--- config.mk ---
export PLATFORM = sky130hd
export DESIGN_NAME = stride_pf_gen
export DESIGN_NICKNAME = d
export VERILOG_FILES = /design/src/rtl/stride_pf_pkg.sv /design/src/rtl/stride_pf_hist.sv /design/src/rtl/stride_pf_detect.sv /design/src/rtl/stride_pf_emit.sv /design/src/rtl/stride_pf_gen.sv
export SDC_FILE = /design/constraint.sdc
export NUM_CORES = 1
export LEC_CHECK = 0
export BUFFER_PORTS_ARGS = -buffer_cell sky130_fd_sc_hd__buf_2
export CAP_MARGIN = 30
export CORE_MARGIN = 4
export CORE_UTILIZATION = 40
export DETAILED_ROUTE_END_ITERATION = 8
export PLACE_DENSITY = 0.54
export SYNTH_ARGS = -nofsm -noshare
export SYNTH_HDL_FRONTEND = slang
export SYNTH_SLANG_ARGS = --single-unit
--- constraint.sdc ---
create_clock -name clk -period 8.65 [get_ports clk]
set_input_delay 2.1625 -clock clk [delete_from_list [all_inputs] [get_ports clk]]
set_output_delay 2.1625 -clock clk [all_outputs]
set_load 0.01 [all_outputs]
--- src/rtl/stride_pf_pkg.sv ---
// Shared definitions for the stride prefetch generator.
// Assumes nothing beyond the mode encoding being a single bit.
package stride_pf_pkg;

    // History sharing mode, matches the cfg_per_req bit.
    typedef enum logic {
        HIST_SHARED  = 1'b0,
        HIST_PER_REQ = 1'b1
    } hist_mode_e;

endpackage

--- src/rtl/stride_pf_hist.sv ---
// Per-requester miss history: two block addresses per slot.
// Assumes requester IDs below REQ_N; an out-of-range ID writes no slot
// and reads zeros.
module stride_pf_hist #(
    parameter int ADDR_W = 32,
    parameter int REQ_N  = 4,
    parameter int ID_W   = 2
) (
    input  logic              clk,
    input  logic              rst_n,
    input  logic              wr_en,
    input  logic [ID_W-1:0]   slot,
    input  logic [ADDR_W-1:0] blk_addr,
    output logic [ADDR_W-1:0] newest,
    output logic [ADDR_W-1:0] older
);
    logic [ADDR_W-1:0] newest_q [REQ_N];
    logic [ADDR_W-1:0] older_q  [REQ_N];

    // Shift the selected slot on every accepted miss.
    always_ff @(posedge clk) begin
        if (!rst_n) begin
            for (int i = 0; i < REQ_N; i++) begin
                newest_q[i] <= '0;
                older_q[i]  <= '0;
            end
        end else if (wr_en) begin
            for (int i = 0; i < REQ_N; i++) begin
                if (slot == ID_W'(i)) begin
                    older_q[i]  <= newest_q[i];
                    newest_q[i] <= blk_addr;
                end
            end
        end
    end

    // Read the selected slot.
    always_comb begin
        newest = '0;
        older  = '0;
        for (int i = 0; i < REQ_N; i++) begin
            if (slot == ID_W'(i)) begin
                newest = newest_q[i];
                older  = older_q[i];
            end
        end
    end
endmodule

--- src/rtl/stride_pf_detect.sv ---
// Delta comparator: finds a repeated stride from three block addresses.
// Deltas wrap modulo 2**ADDR_W, so equality also holds for negative strides.
module stride_pf_detect #(
    parameter int ADDR_W = 32
) (
    input  logic [ADDR_W-1:0] cur_blk,
    input  logic [ADDR_W-1:0] newest,
    input  logic [ADDR_W-1:0] older,
    output logic              match,
    output logic [ADDR_W-1:0] stride
);
    logic [ADDR_W-1:0] delta_new;
    logic [ADDR_W-1:0] delta_old;

    // Two's-complement differences and their comparison.
    always_comb begin
        delta_new = cur_blk - newest;
        delta_old = newest - older;
        match     = (delta_new == delta_old);
        stride    = delta_new;
    end
endmodule

--- src/rtl/stride_pf_emit.sv ---
// Burst emitter: walks base+stride, base+2*stride, ... one step per cycle.
// Assumes start is only raised while idle. Stops early on a page crossing
// when enabled and adds the unemitted count to the span counter.
module stride_pf_emit #(
    parameter int ADDR_W    = 32,
    parameter int PAGE_BITS = 12,
    parameter int DEG_W     = 3,
    parameter int LAT_W     = 8,
    parameter int SPAN_W    = 16
) (
    input  logic              clk,
    input  logic              rst_n,
    input  logic              start,
    input  logic [ADDR_W-1:0] base,
    input  logic [ADDR_W-1:0] stride,
    input  logic [DEG_W-1:0]  degree,
    input  logic [LAT_W-1:0]  latency,
    input  logic              page_stop,
    output logic              pf_vld,
    output logic [ADDR_W-1:0] pf_addr,
    output logic [LAT_W-1:0]  pf_delay,
    output logic              busy,
    output logic [SPAN_W-1:0] span_cnt
);
    localparam int PG_W = ADDR_W - PAGE_BITS;

    logic              active_q;
    logic [ADDR_W-1:0] cur_q;
    logic [ADDR_W-1:0] stride_q;
    logic [PG_W-1:0]   page_q;
    logic [DEG_W-1:0]  idx_q;
    logic [DEG_W-1:0]  deg_q;
    logic              stop_q;
    logic [LAT_W-1:0]  lat_q;
    logic [SPAN_W-1:0] span_q;
    logic              crossing;
    logic [DEG_W:0]    left;

    // Page comparison and count of steps not yet emitted.
    always_comb begin
        crossing = stop_q && (cur_q[ADDR_W-1:PAGE_BITS] != page_q);
        left     = {1'b0, deg_q} - {1'b0, idx_q} + (DEG_W+1)'(1);
    end

    // Burst sequencing and span accounting.
    always_ff @(posedge clk) begin
        if (!rst_n) begin
            active_q <= 1'b0;
            cur_q    <= '0;
            stride_q <= '0;
            page_q   <= '0;
            idx_q    <= '0;
            deg_q    <= '0;
            stop_q   <= 1'b0;
            lat_q    <= '0;
            span_q   <= '0;
        end else if (!active_q) begin
            if (start && degree != '0) begin
                active_q <= 1'b1;
                cur_q    <= base + stride;
                stride_q <= stride;
                page_q   <= base[ADDR_W-1:PAGE_BITS];
                idx_q    <= DEG_W'(1);
                deg_q    <= degree;
                stop_q   <= page_stop;
                lat_q    <= latency;
            end
        end else if (crossing) begin
            active_q <= 1'b0;
            span_q   <= span_q + SPAN_W'(left);
        end else if (idx_q == deg_q) begin
            active_q <= 1'b0;
        end else begin
            idx_q <= idx_q + DEG_W'(1);
            cur_q <= cur_q + stride_q;
        end
    end

    assign pf_vld   = active_q && !crossing;
    assign pf_addr  = cur_q;
    assign pf_delay = lat_q;
    assign busy     = active_q;
    assign span_cnt = span_q;
endmodule

--- src/rtl/stride_pf_gen.sv ---
// Stride prefetch generator top: aligns misses, keeps history, detects a
// repeated delta and launches a candidate burst. Assumes BLK_BYTES and
// PAGE_BYTES are powers of two with 2 <= BLK_BYTES <= PAGE_BYTES < 2**ADDR_W.
module stride_pf_gen #(
    parameter int ADDR_W     = 32,
    parameter int BLK_BYTES  = 64,
    parameter int PAGE_BYTES = 4096,
    parameter int REQ_N      = 4,
    parameter int DEG_W      = 3,
    parameter int LAT_W      = 8,
    parameter int SPAN_W     = 16,
    parameter int ID_W       = (REQ_N > 1) ? $clog2(REQ_N) : 1
) (
    input  logic              clk,
    input  logic              rst_n,
    input  logic              miss_vld,
    input  logic [ADDR_W-1:0] miss_addr,
    input  logic [ID_W-1:0]   miss_id,
    input  logic              cfg_per_req,
    input  logic              cfg_page_stop,
    input  logic [DEG_W-1:0]  cfg_degree,
    input  logic [LAT_W-1:0]  cfg_latency,
    output logic              pf_vld,
    output logic [ADDR_W-1:0] pf_addr,
    output logic [LAT_W-1:0]  pf_delay,
    output logic              busy,
    output logic [SPAN_W-1:0] span_cnt
);
    import stride_pf_pkg::*;

    localparam int BLK_BITS  = $clog2(BLK_BYTES);
    localparam int PAGE_BITS = $clog2(PAGE_BYTES);

    logic [ADDR_W-1:0] blk;
    logic [ID_W-1:0]   slot;
    logic              accept;
    logic [ADDR_W-1:0] h_newest;
    logic [ADDR_W-1:0] h_older;
    logic              match;
    logic [ADDR_W-1:0] stride;
    hist_mode_e        mode;

    // Block alignment and acceptance (misses during a burst are dropped).
    always_comb begin
        blk    = {miss_addr[ADDR_W-1:BLK_BITS], BLK_BITS'(0)};
        accept = miss_vld && !busy;
        mode   = hist_mode_e'(cfg_per_req);
    end

    // Slot selection; a single-slot build always uses slot 0.
    generate
        if (REQ_N > 1) begin : g_multi
            always_comb slot = (mode == HIST_PER_REQ) ? miss_id : '0;
        end else begin : g_single
            always_comb slot = '0;
        end
    endgenerate

    stride_pf_hist #(
        .ADDR_W (ADDR_W),
        .REQ_N  (REQ_N),
        .ID_W   (ID_W)
    ) hist_i (
        .clk      (clk),
        .rst_n    (rst_n),
        .wr_en    (accept),
        .slot     (slot),
        .blk_addr (blk),
        .newest   (h_newest),
        .older    (h_older)
    );

    stride_pf_detect #(
        .ADDR_W (ADDR_W)
    ) det_i (
        .cur_blk (blk),
        .newest  (h_newest),
        .older   (h_older),
        .match   (match),
        .stride  (stride)
    );

    stride_pf_emit #(
        .ADDR_W    (ADDR_W),
        .PAGE_BITS (PAGE_BITS),
        .DEG_W     (DEG_W),
        .LAT_W     (LAT_W),
        .SPAN_W    (SPAN_W)
    ) emit_i (
        .clk       (clk),
        .rst_n     (rst_n),
        .start     (accept && match),
        .base      (blk),
        .stride    (stride),
        .degree    (cfg_degree),
        .latency   (cfg_latency),
        .page_stop (cfg_page_stop),
        .pf_vld    (pf_vld),
        .pf_addr   (pf_addr),
        .pf_delay  (pf_delay),
        .busy      (busy),
        .span_cnt  (span_cnt)
    );
endmodule

==> impl_summary.txt <==
----------------------------------------------------
[Clock network]
  Clk Latency, worst-skew pair ... about 560 ps
  CTS sink count ... around 310
  H-tree lvl count ... 2
  TritonCTS buffer count ... 37
  TritonCTS clock tree ... built
  Clock Path Buffers ... 3
  Total setup buffers inserted after CTS ... 0
  Gates resized, CTS repair ... 0
  Clk slew on worst S/H paths ... around 60 ps
  Number of hold buffers added after cts ... 0
  Clock Root Buffer ... clkbuf_16

[GRT]
  Initial antenna violation count ... 1
  GRT Overall Usage ... 19.5%
  Leftover overflow at the end of global routing ... 0
  First-pass GRT wire length ... approximately 82000 um
  Number of global-route vias before repair ... 14400
  Maximum number of pins on one net before global-route repair ... between 70 and 80

[Min path]
  Type of the most critical hold path ... register to register

[Pwr]
  Share of power burned in combinational logic ... between 20% and 30%
  Total power of the final layout ... around 4.5 mW
  Internal Pwr Total ... roughly 3.1 mW
  Maximum ir drop on the vdd rail ... around 0.11 mV
  P_sw ... about 1.4 mW
  Fraction of power consumed by sequential logic ... 37.2%
  Fraction of power spent switching nets ... between 30% and 40%
  Power per cell area ... ~200 nW/um^2
  Leak Pwr ... a little under 10 nW
  Clock power share ... around a third

[STA]
  Final-report setup violation count ... 0
  Worst relative slew slack ... a little over a third
  Final worst path period share ... between 80 and 90%
  Transition time at the pin with the least slew margin ... between 900 and 1000 ps
  Sum of negative setup slack ... 0 ps
  Hold WS ... just under 500 ps
  Crit path setup slack, layout ... a little over 900 ps
  Setup repair after global routing missed its margin ... no
  Number of failing hold endpoints at the final stage ... 0
  Worst-case clock skew ... around 15 ps
  Final min period ... around 7700 ps
  Number of pins with negative max-slew slack in the final report ... 0
  Peak Freq ... 129 MHz

[Critical path]
  Path type of the worst setup path ... input pin to register
  Crit Path Max Fanout ... 12
  Worst endpoint data arrival time ... slightly above 8000 ps
  Critical Path Sink Type ... register
  CP startpoint kind ... input pin
  Required time worst endpoint ... 9070 ps

[Yosys]
  Share of flip-flops with an asynchronous set or reset after synthesis ... 0%
  Synth cell count leaders ... edfxtp_1, and2_1, nand2_1, nor2_1, mux2i_1
  Number of enable flip-flop cells after synthesis ... between 200 and 250
  #FFs+latches synth ... 312
  Cell type contributing the most total cell area after synthesis ... edfxtp_1
  Per-instance average area after synthesis ... 9.97 um^2
  Count of mapped cells out of synthesis ... ~2000
  Biggest area contributors in the synthesized netlist ... edfxtp_1, dfxtp_1, ha_1
  Post-synth cell types ... 88
  Yosys warns ... 0
  Sequential-to-total area share from yosys stat ... between 40 and 50%
  Synth Cell Area ... roughly 20000 um^2
  Yosys top cell area share ... a little under a third
  Top flip-flop cell by instance count after synthesis ... edfxtp_1
  Most numerous cell in the Yosys netlist ... edfxtp_1

[Route]
  Detailed Route WL ... about 53000 um
  Routed via count ... between 10000 and 15000
  Post-DR wirelength/cell ... 19.2 um
  Remaining antenna violation count ... 0
  Router iterations before antenna repair ... 7
  Via density per instance ... 5.36
  Number of DRC violations after detailed routing ... 0
  Number of design-rule violations left by the first detailed-router iteration ... around 950

[Placed design]
  GP Congestion ... between 0.9 and 1
  Cell total after placement ... 2673
  Standard cell area after detailed placement ... about 21000 um^2
  Worst Setup Slack post-DPL ... around 360 ps
  Detailed placer's ending HPWL ... approximately 37000 um
  Count of input and output buffers ... 95

[Final layout]
  Fin cells ... roughly 2700
  Sequential cell area ... roughly 8300 um^2
  Summed area of non-filler cells in the final layout ... 22000 um^2
  Layout cell share with drive strength beyond 1 ... between 10 and 15%
  Fill cells ... between 4000 and 5000
  Final core area utilization ... roughly 45%
  Area growth, synth to finish ... 11.8%
  Combined area of the multi-input logic cells ... 10700 um^2
  Final layout net count ... around 2200

[Floorplan]
  Initial core utilization ... between 40% and 50%
  Die height ... ~230 um
  Placement Rows ... 81
  Placeable Area ... about 49000 um^2
  I/O pin count ... around 110
  Die W ... approximately 230 um
  Die area ... 52800 um^2

[Flow run]
  Maximum Capacitance Violations ... 0

[Outcome]
  Status ... finished, final reports clean

----------------------------------------------------
[worst paths after layout]
| path | startpoint | endpoint | slack (ps) | cells past startpoint |
|---|---|---|---|---|
| setup / recovery | miss_id[0] | emit_i.pf_addr[30]$_SDFFE_PN0P_ | 920 | 27 |
| hold reg to reg | emit_i.pf_addr[11]$_SDFFE_PN0P_ | emit_i.pf_addr[11]$_SDFFE_PN0P_ | 490 | 2 |
| setup reg to reg | hist_i.newest_q[2][1]$_SDFFCE_PN0P_ | emit_i.pf_addr[30]$_SDFFE_PN0P_ | 2800 | 25 |
| hold / removal | emit_i.pf_addr[11]$_SDFFE_PN0P_ | emit_i.pf_addr[11]$_SDFFE_PN0P_ | 490 | 2 |
[worst max-delay path, cell delays in order]
cell,delay [ps]
buf_2,220
nor2b_2,580
a22o_1,300
a22o_1,210
inv_1,70
ha_1,360
o21ai_0,170
a21o_1,240
a311oi_2,410
o21ai_4,180
nand2b_2,150
a21boi_2,100
xnor2_1,320
ha_1,360
a21o_1,180
a21o_1,170
a21oi_1,140
o21ai_0,140
a221oi_1,430
o21ai_0,210
o21a_1,200
o21a_1,160
nor2_1,140
o21ai_0,130
xor2_1,160
o211ai_1,160
mux2i_1,90
[logic make-up after synthesis]
logic type,count (synthesis),share of synthesized area (%)
buffers and inverters,170,3.64
flip-flops,312,42.3
other,1,0.0190
adder cells (fa/ha/maj),115,7.54
AND/OR/NAND/NOR,657,17.0
XOR/XNOR,139,6.97
AO/OA/AOI/OAI,441,15.3
multiplexers,140,7.28
[flip-flops by register name, summed over array words and instances, names as in the netlist]
register and flops:
hist_i.newest_q 104, hist_i.older_q 104, emit_i.pf_addr 26, emit_i.stride_q 26
emit_i.page_q 20, emit_i.span_cnt 16, emit_i.pf_delay 8, emit_i.deg_q 3
emit_i.idx_q 3, emit_i.busy 1, emit_i.stop_q 1
[cell usage in the layout (no fill, tap or decap), types with 13 or more instances in the layout]
| master | n |
|---|---|
| edfxtp_1 | 208 |
| and2_1 | 207 |
| nand2_1 | 163 |
| nor2_1 | 131 |
| mux2i_1 | 114 |
| ha_1 | 109 |
| o21ai_0 | 108 |
| dfxtp_1 | 103 |
| buf_2 | 95 |
| a21oi_1 | 81 |
| inv_1 | 68 |
| xnor2_1 | 68 |
| xor2_1 | 59 |
| a21o_1 | 48 |
| clkbuf_16 | 37 |
| buf_4 | 34 |
| a22o_1 | 28 |
| nor3_1 | 27 |
| mux2_2 | 26 |
| nand3_1 | 25 |
| a22oi_1 | 24 |
| o211ai_1 | 22 |
| and3_1 | 18 |
| nand4_1 | 16 |
| o21a_1 | 15 |
| a31oi_1 | 15 |
| or3_1 | 13 |
[area by class of cell]
type | count | area share [%]
sequential | 312 | 37.8
clock inverter | 19 | 0.665
inverter | 70 | 1.19
multi-input combinational | 1498 | 48.8
timing repair buffer | 129 | 3.32
clock buffer | 46 | 4.40
antenna | 1 | 0.0114
tap | 664 | 3.77
[layer usage]
layer	up-vias	track usage (%)	wire length (um)
met5	-	0	0
met4	0	3.99	825
met3	46	3.06	2460
met2	283	30.5	23300
met1	7065	28.7	26000
li1	7290	-	-
[power by group through the flow]
| stage | sequential [mW] | combinational, mW | clock, mW |
|---|---|---|---|
| 3_3_place_gp | 1.70 | 1.30 | 0 |
| 5_1_grt | 1.68 | 1.47 | 1.58 |
| 4_1_cts | 1.67 | 1.33 | 1.52 |
| 3_5_place_dp | 1.70 | 1.31 | 0 |
| 6_report | 1.67 | 1.33 | 1.48 |
| 2_1_floorplan | 1.70 | 0.979 | 0 |
Note: power is estimated with default switching activity, not from simulation.
